## config.mk

```make
export PLATFORM = sky130hd
export DESIGN_NAME = diffeng_top
export DESIGN_NICKNAME = d
export VERILOG_FILES = /design/src/rtl/diffeng_pkg.sv /design/src/rtl/diffeng_ctrl.sv /design/src/rtl/diffeng_regbank.sv /design/src/rtl/diffeng_bus.sv /design/src/rtl/diffeng_accum.sv /design/src/rtl/diffeng_top.sv
export SDC_FILE = /design/constraint.sdc
export NUM_CORES = 1
export LEC_CHECK = 0
export ABC_AREA = 1
export CAP_MARGIN = 5
export CORE_UTILIZATION = 27
export CTS_CLUSTER_SIZE = 20
export DETAILED_ROUTE_END_ITERATION = 12
export PLACE_DENSITY = 0.5
export SYNTH_ARGS = -nofsm -noshare
export SYNTH_HDL_FRONTEND = slang
export SYNTH_SLANG_ARGS = --single-unit
```

## constraint.sdc

```tcl
create_clock -name clk -period 3.95 [get_ports clk]
set_clock_uncertainty 0.15 [all_clocks]
set_input_delay 0.395 -clock clk [delete_from_list [all_inputs] [get_ports clk]]
set_output_delay 0.395 -clock clk [all_outputs]
set_load 0.01 [all_outputs]
```

## src/rtl/diffeng_pkg.sv

```systemverilog
package diffeng_pkg;

  // Three transfer phases performed for every difference stage.
  typedef enum logic [1:0] {
    PH_FETCH = 2'd0,  // A takes the lower difference register
    PH_ADD   = 2'd1,  // C takes A plus the next-higher register
    PH_WB    = 2'd2   // the lower register takes C back
  } phase_e;

  // Width of the stage counter for a given polynomial order.
  function automatic int unsigned stage_w(int unsigned order);
    return (order < 2) ? 1 : $clog2(order);
  endfunction

endpackage

```

## src/rtl/diffeng_ctrl.sv

```systemverilog
module diffeng_ctrl
  import diffeng_pkg::*;
#(
  parameter int ORDER = 4
) (
  input  logic             clk,
  input  logic             rst_n,
  input  logic             run_i,
  input  logic             restart_i,
  output logic [ORDER+1:0] src_sel_o,   // bit ORDER+1 selects C
  output logic             a_en_o,
  output logic             c_en_o,
  output logic [ORDER:0]   reg_we_o
);

  localparam int NREG = ORDER + 1;
  localparam int SW   = stage_w(ORDER);
  localparam logic [SW-1:0] LAST_STAGE = SW'(ORDER - 1);

  logic [SW-1:0] stage_q, stage_d;
  phase_e        phase_q, phase_d;
  logic          step_en;
  logic [SW:0]   stage_ext, stage_nxt;

  // Next-state logic
  always_comb begin
    stage_d = stage_q;
    phase_d = phase_q;
    if (restart_i) begin
      stage_d = '0;
      phase_d = PH_FETCH;
    end else if (run_i) begin
      unique case (phase_q)
        PH_FETCH: phase_d = PH_ADD;
        PH_ADD:   phase_d = PH_WB;
        default: begin
          phase_d = PH_FETCH;
          stage_d = (stage_q == LAST_STAGE) ? '0 : stage_q + 1'b1;
        end
      endcase
    end
  end

  assign step_en = restart_i | run_i;

  // State registers
  always_ff @(posedge clk or negedge rst_n) begin
    if (!rst_n) begin
      stage_q <= '0;
      phase_q <= PH_FETCH;
    end else if (step_en) begin
      stage_q <= stage_d;
      phase_q <= phase_d;
    end
  end

  // Mealy outputs: every control is gated by the run enable.
  assign stage_ext = {1'b0, stage_q};
  assign stage_nxt = stage_ext + (SW+1)'(1);

  assign a_en_o = run_i & (phase_q == PH_FETCH);
  assign c_en_o = run_i & (phase_q == PH_ADD);
  assign src_sel_o[NREG] = run_i & (phase_q == PH_WB);

  for (genvar g = 0; g < NREG; g++) begin : g_sel
    assign src_sel_o[g] = run_i &
      (((phase_q == PH_FETCH) && (stage_ext == (SW+1)'(g))) ||
       ((phase_q == PH_ADD)   && (stage_nxt == (SW+1)'(g))));
    if (g < ORDER) begin : g_wr
      assign reg_we_o[g] = run_i & (phase_q == PH_WB) & (stage_ext == (SW+1)'(g));
    end else begin : g_top
      assign reg_we_o[g] = 1'b0;   // highest difference is constant
    end
  end

endmodule

```

## src/rtl/diffeng_regbank.sv

```systemverilog
module diffeng_regbank #(
  parameter int DW   = 32,
  parameter int NREG = 5
) (
  input  logic               clk,
  input  logic               rst_n,
  input  logic               load_i,
  input  logic [NREG*DW-1:0] coef_i,
  input  logic [NREG-1:0]    we_i,
  input  logic [DW-1:0]      bus_i,
  output logic [NREG*DW-1:0] regs_o
);

  for (genvar g = 0; g < NREG; g++) begin : g_reg
    logic [DW-1:0] q;
    logic [DW-1:0] d;
    logic          en;

    assign en = load_i | we_i[g];
    assign d  = load_i ? coef_i[g*DW +: DW] : bus_i;

    always_ff @(posedge clk or negedge rst_n) begin
      if (!rst_n) begin
        q <= '0;
      end else if (en) begin
        q <= d;
      end
    end

    assign regs_o[g*DW +: DW] = q;
  end

endmodule

```

## src/rtl/diffeng_bus.sv

```systemverilog
module diffeng_bus #(
  parameter int DW   = 32,
  parameter int NSRC = 6
) (
  input  logic [NSRC-1:0]    sel_i,
  input  logic [NSRC*DW-1:0] src_i,
  output logic [DW-1:0]      bus_o
);

  // AND-OR bus: one-hot select, zero when idle.
  always_comb begin
    bus_o = '0;
    for (int s = 0; s < NSRC; s++) begin
      bus_o = bus_o | (src_i[s*DW +: DW] & {DW{sel_i[s]}});
    end
  end

endmodule

```

## src/rtl/diffeng_accum.sv

```systemverilog
module diffeng_accum #(
  parameter int DW = 32
) (
  input  logic          clk,
  input  logic          rst_n,
  input  logic          a_en_i,
  input  logic          c_en_i,
  input  logic [DW-1:0] bus_i,
  output logic [DW-1:0] a_o,
  output logic [DW-1:0] c_o
);

  logic [DW-1:0] a_q, c_q, sum;

  assign sum = a_q + bus_i;   // wraps modulo 2^DW

  always_ff @(posedge clk or negedge rst_n) begin
    if (!rst_n) begin
      a_q <= '0;
    end else if (a_en_i) begin
      a_q <= bus_i;
    end
  end

  always_ff @(posedge clk or negedge rst_n) begin
    if (!rst_n) begin
      c_q <= '0;
    end else if (c_en_i) begin
      c_q <= sum;
    end
  end

  assign a_o = a_q;
  assign c_o = c_q;

endmodule

```

## src/rtl/diffeng_top.sv

```systemverilog
module diffeng_top #(
  parameter int DW    = 32,
  parameter int ORDER = 4
) (
  input  logic                    clk,
  input  logic                    rst_n,
  input  logic                    load_i,
  input  logic [(ORDER+1)*DW-1:0] coef_i,
  input  logic                    run_i,
  output logic [DW-1:0]           value_o,
  output logic                    value_vld_o
);

  localparam int NREG = ORDER + 1;
  localparam int NSRC = NREG + 1;

  logic               restart;
  logic [NSRC-1:0]    src_sel;
  logic               a_en, c_en;
  logic [NREG-1:0]    reg_we;
  logic [NREG*DW-1:0] regs;
  logic [DW-1:0]      bus, a_q, c_q, j_q;
  logic               vld_q;

  assign restart = load_i & ~run_i;

  diffeng_ctrl #(.ORDER(ORDER)) u_ctrl (
    .clk       (clk),
    .rst_n     (rst_n),
    .run_i     (run_i),
    .restart_i (restart),
    .src_sel_o (src_sel),
    .a_en_o    (a_en),
    .c_en_o    (c_en),
    .reg_we_o  (reg_we)
  );

  diffeng_regbank #(.DW(DW), .NREG(NREG)) u_regs (
    .clk    (clk),
    .rst_n  (rst_n),
    .load_i (restart),
    .coef_i (coef_i),
    .we_i   (reg_we),
    .bus_i  (bus),
    .regs_o (regs)
  );

  diffeng_bus #(.DW(DW), .NSRC(NSRC)) u_bus (
    .sel_i (src_sel),
    .src_i ({c_q, regs}),
    .bus_o (bus)
  );

  diffeng_accum #(.DW(DW)) u_acc (
    .clk    (clk),
    .rst_n  (rst_n),
    .a_en_i (a_en),
    .c_en_i (c_en),
    .bus_i  (bus),
    .a_o    (a_q),
    .c_o    (c_q)
  );

  // Strobe follows the write-back into F by one register stage.
  always_ff @(posedge clk or negedge rst_n) begin
    if (!rst_n) begin
      vld_q <= 1'b0;
    end else begin
      vld_q <= reg_we[0];
    end
  end

  assign value_o     = regs[DW-1:0];
  assign j_q         = regs[ORDER*DW +: DW];
  assign value_vld_o = vld_q;

endmodule

```

==> impl_results.md <==
* Initial antenna violation count at 0
* Wire per inst at 19.17 microns
* Most used flip-flop cell after synthesis: dfrtp_1
* Clk_lat worst skew at between 0.5 and 0.6 ns
* Hold crit path type: input pin to flip-flop
* Area Overhead vs Synth at 28.94%
* Die width at 221.4 microns
* Slew headroom at 36.62%
* FF+latch count, synth at 229
* TritonCTS clock tree: yes
* CTS max path bufs at 3
* Failing checks: design-rule violations
* Status: finished with violations
* Die Height at 221.4 microns
* Diodes inserted at 0
* Met3 usage at 2.125%
* WS Path Type: flip-flop to flip-flop
* First-pass GRT wire length at approximately 77 mm
* DRC Markers at 1
* Site Rows at 80
* CTS root buf: clkbuf_16
* Final nets at 2164
* Ys async rst share at 100.0%
* Final critical-path required period at 3.671 ns
* Layer with the highest usage: met2
* Period utilization at 92.93%
* Final setup viols at 0
* Drt first-iter violations at roughly 960
* Share of cells above drive strength 1 at 9.577%
* Critical path data arrival time at 3.97 ns
* Boundary Pins at 197
* Final Hold Vio Count at 0
* Clock buffer count from CTS at 27
* Main area contributors after synthesis: dfrtp_1 44%, nand2_1 16%, a21oi_1 10%
* DRT Wirelength at around 50 mm
* Data required, critical path at 4.25 ns
* Core ar. at between 40000 and 50000 sq um
* Worst r2r src: u_ctrl.stage_q[1]$_DFFE_PN0P_
* Sequential-to-total area share from yosys stat at between 40% and 50%
* CP startpoint: u_ctrl.stage_q[1]$_DFFE_PN0P_
* Tightest Pin Transition at 0.9493 ns
* Area of the multi-input gates at ~6000 sq um
* Clk sinks at 229
* Max-slew violation count at 0
* Fin util at 35.17%
* Cells after synthesis at 1770
* Nature of the critical path endpoint: flip-flop
* Clock Pin Slew Worst Setup and Hold Paths at 0.06 ns
* Mapped Area at 13000 sq um
* Hold Startpoint: coef_i[155]
* Setup crit start kind: flip-flop
* Routability Congestion at 0.9344
* Max Clk Rate at 272.4 MHz
* Peak VDD IR at 0.0003702 V
* Pwr Density at roughly 650 nW/um^2
* EDFF count, synth at 0
* Buffers on Ports at 196
* Maximum Capacitance Violations at 0
* Via Count at 12590
* Initial Util at 27.28%
* Sequential cell area at 5731 sq um
* GRT Resource Usage Total at about a fifth
* CTS HTree Levels at 1
* HPWL after DPL at 36.52 mm
* Pleak at approximately 8.0 nW
* Number of global-route vias before repair at 12910
* Synth warnings at 0
* # fillers at 5005
* Final antenna-violating net count at 0
* Top cell type's share of synthesized area at 44.09%
* DR vias/cell at slightly below 5
* Die Footprint at 49020 sq um
* RSZ-0062 raised after global routing: no
* GR Layer Usage met2 at a little under a third
* Placed Cells at 2546
* M1 GR Usage at around 29%
* Commonest cells post-synth: 556 x nand2_1, 266 x a21oi_1, 229 x dfrtp_1
* Netlist cell types at 41
* DR pass1 iterations at 12
* Most frequent cell after synthesis: nand2_1
* Largest net degree at the start of global routing at 163
* Global route overflow at 0
* Syn_area_per_cell at 7.343 sq um
* Finished Layout Cells at between 2000 and 3000
* Syn nets at about 2000
* Cell taking the most area after synthesis: dfrtp_1
* CP Max Fanout at 16
* Worst hold slack at 0.2262 ns
## area by class of cell
cell class / instances / share of cell area [%]
Inverter: 144 / 3.285
Tap cell: 615 / 4.592
Clock inverter: 16 / 1.321
Clock buffer: 34 / 4.368
Timing Repair Buffer: 271 / 15.48
Sequential cell: 229 / 34.19
Multi-Input combinational cell: 1290 / 36.76
## kinds of logic (layout without fill, tap and decap cells)
| group | count (synthesis) | after routing | share of synthesized area [%] |
|---|---|---|---|
| flops | 229 | 229 | 44.09 |
| buf+inv | 251 | 465 | 8.866 |
| fa+ha+maj | 37 | 37 | 3.620 |
| compound gates | 364 | 364 | 14.85 |
| simple gates | 876 | 876 | 27.70 |
| xor+xnor | 13 | 13 | 0.8760 |
## final timing paths
path,end,cells past startpoint,slack [ns]
setup / recovery,u_acc.c_o[25]$_DFFE_PN0P_,21,0.28
hold / removal,u_regs.g_reg[4].q[27]$_DFFE_PN0P_,3,0.23
setup reg to reg,u_acc.c_o[25]$_DFFE_PN0P_,21,0.28
hold reg to reg,u_regs.g_reg[4].q[9]$_DFFE_PN0P_,2,0.32
max in group asynchronous,u_regs.g_reg[4].q[10]$_DFFE_PN0P_,3,2.50
min in group asynchronous,u_regs.g_reg[0].q[0]$_DFFE_PN0P_,2,0.28
## critical path, stage by stage, from the launching register on
cell     delay (ns)
dfrtp_1        0.41
inv_1          0.09
ha_1           0.23
nand3_1        0.10
nand2_1        0.10
nand2_1        0.21
inv_4          0.17
buf_4          0.22
nand2_1        0.07
nand3_1        0.08
nor2_2         0.17
inv_1          0.07
ha_1           0.42
nand2_1        0.13
nor2_1         0.23
nand2_1        0.16
nor3_1         0.16
nand2_1        0.13
nand2_1        0.09
nand2_1        0.05
nand3_1        0.07
nand2_1        0.06
## repair_timing
item | CTS | global route
hold buffers | 1 | 0
setup endpoints to repair | 0 | 17
buffers inserted | 0 | 2
hold endpoints to repair | 73 | 0
gates resized for setup | 0 | 16
## metal layers
layer  vias to the layer above  wire, microns  share of wire (%)
met5                         -              0                  0
met4                         0           1375                2.8
met3                        74           2240                4.5
met2                       373          22190                 45
met1                      6072          24030                 48
li1                       6075              -                  -
## report_power, final
part,total [mW],switching (mW),internal [mW],leakage [nW]
Sequential,3.67,0.551,3.12,2.75
Clock,2.72,1.08,1.64,0.467
Combinational,4.51,2.71,1.80,4.82
## per-stage QoR
step	cell area (sq um)	total power [mW]	setup TNS, ns	setup WS, ns
2_1_floorplan	13000	6.352	0	0.7223
3_3_place_gp	15730	8.146	-0.06496	-0.06496
3_5_place_dp	15730	8.142	-0.01235	-0.01235
4_1_cts	16690	10.92	0	0.1643
5_1_grt	16760	11.62	0	0.001940
6_report	16760	10.90	0	0.2795
## state kept, by name, indices dropped and copies added (netlist names)
| register | flops |
|---|---|
| u_ctrl.phase_q | 2 |
| u_acc.c_o | 32 |
| value_vld_o | 1 |
| u_acc.a_o | 32 |
| u_regs.g.q | 160 |
| u_ctrl.stage_q | 2 |
## layout by cell type, fill, tap and decap left out, drive strengths merged, types with 34 or more instances in the layout
master	n
nor2	194
clkdlybuf4s50	195
inv	146
dfrtp	229
ha	36
buf	75
nand2	560
a21oi	267
clkbuf	34
nand3	94
o21ai	65
(Power assumes the default switching activity.)
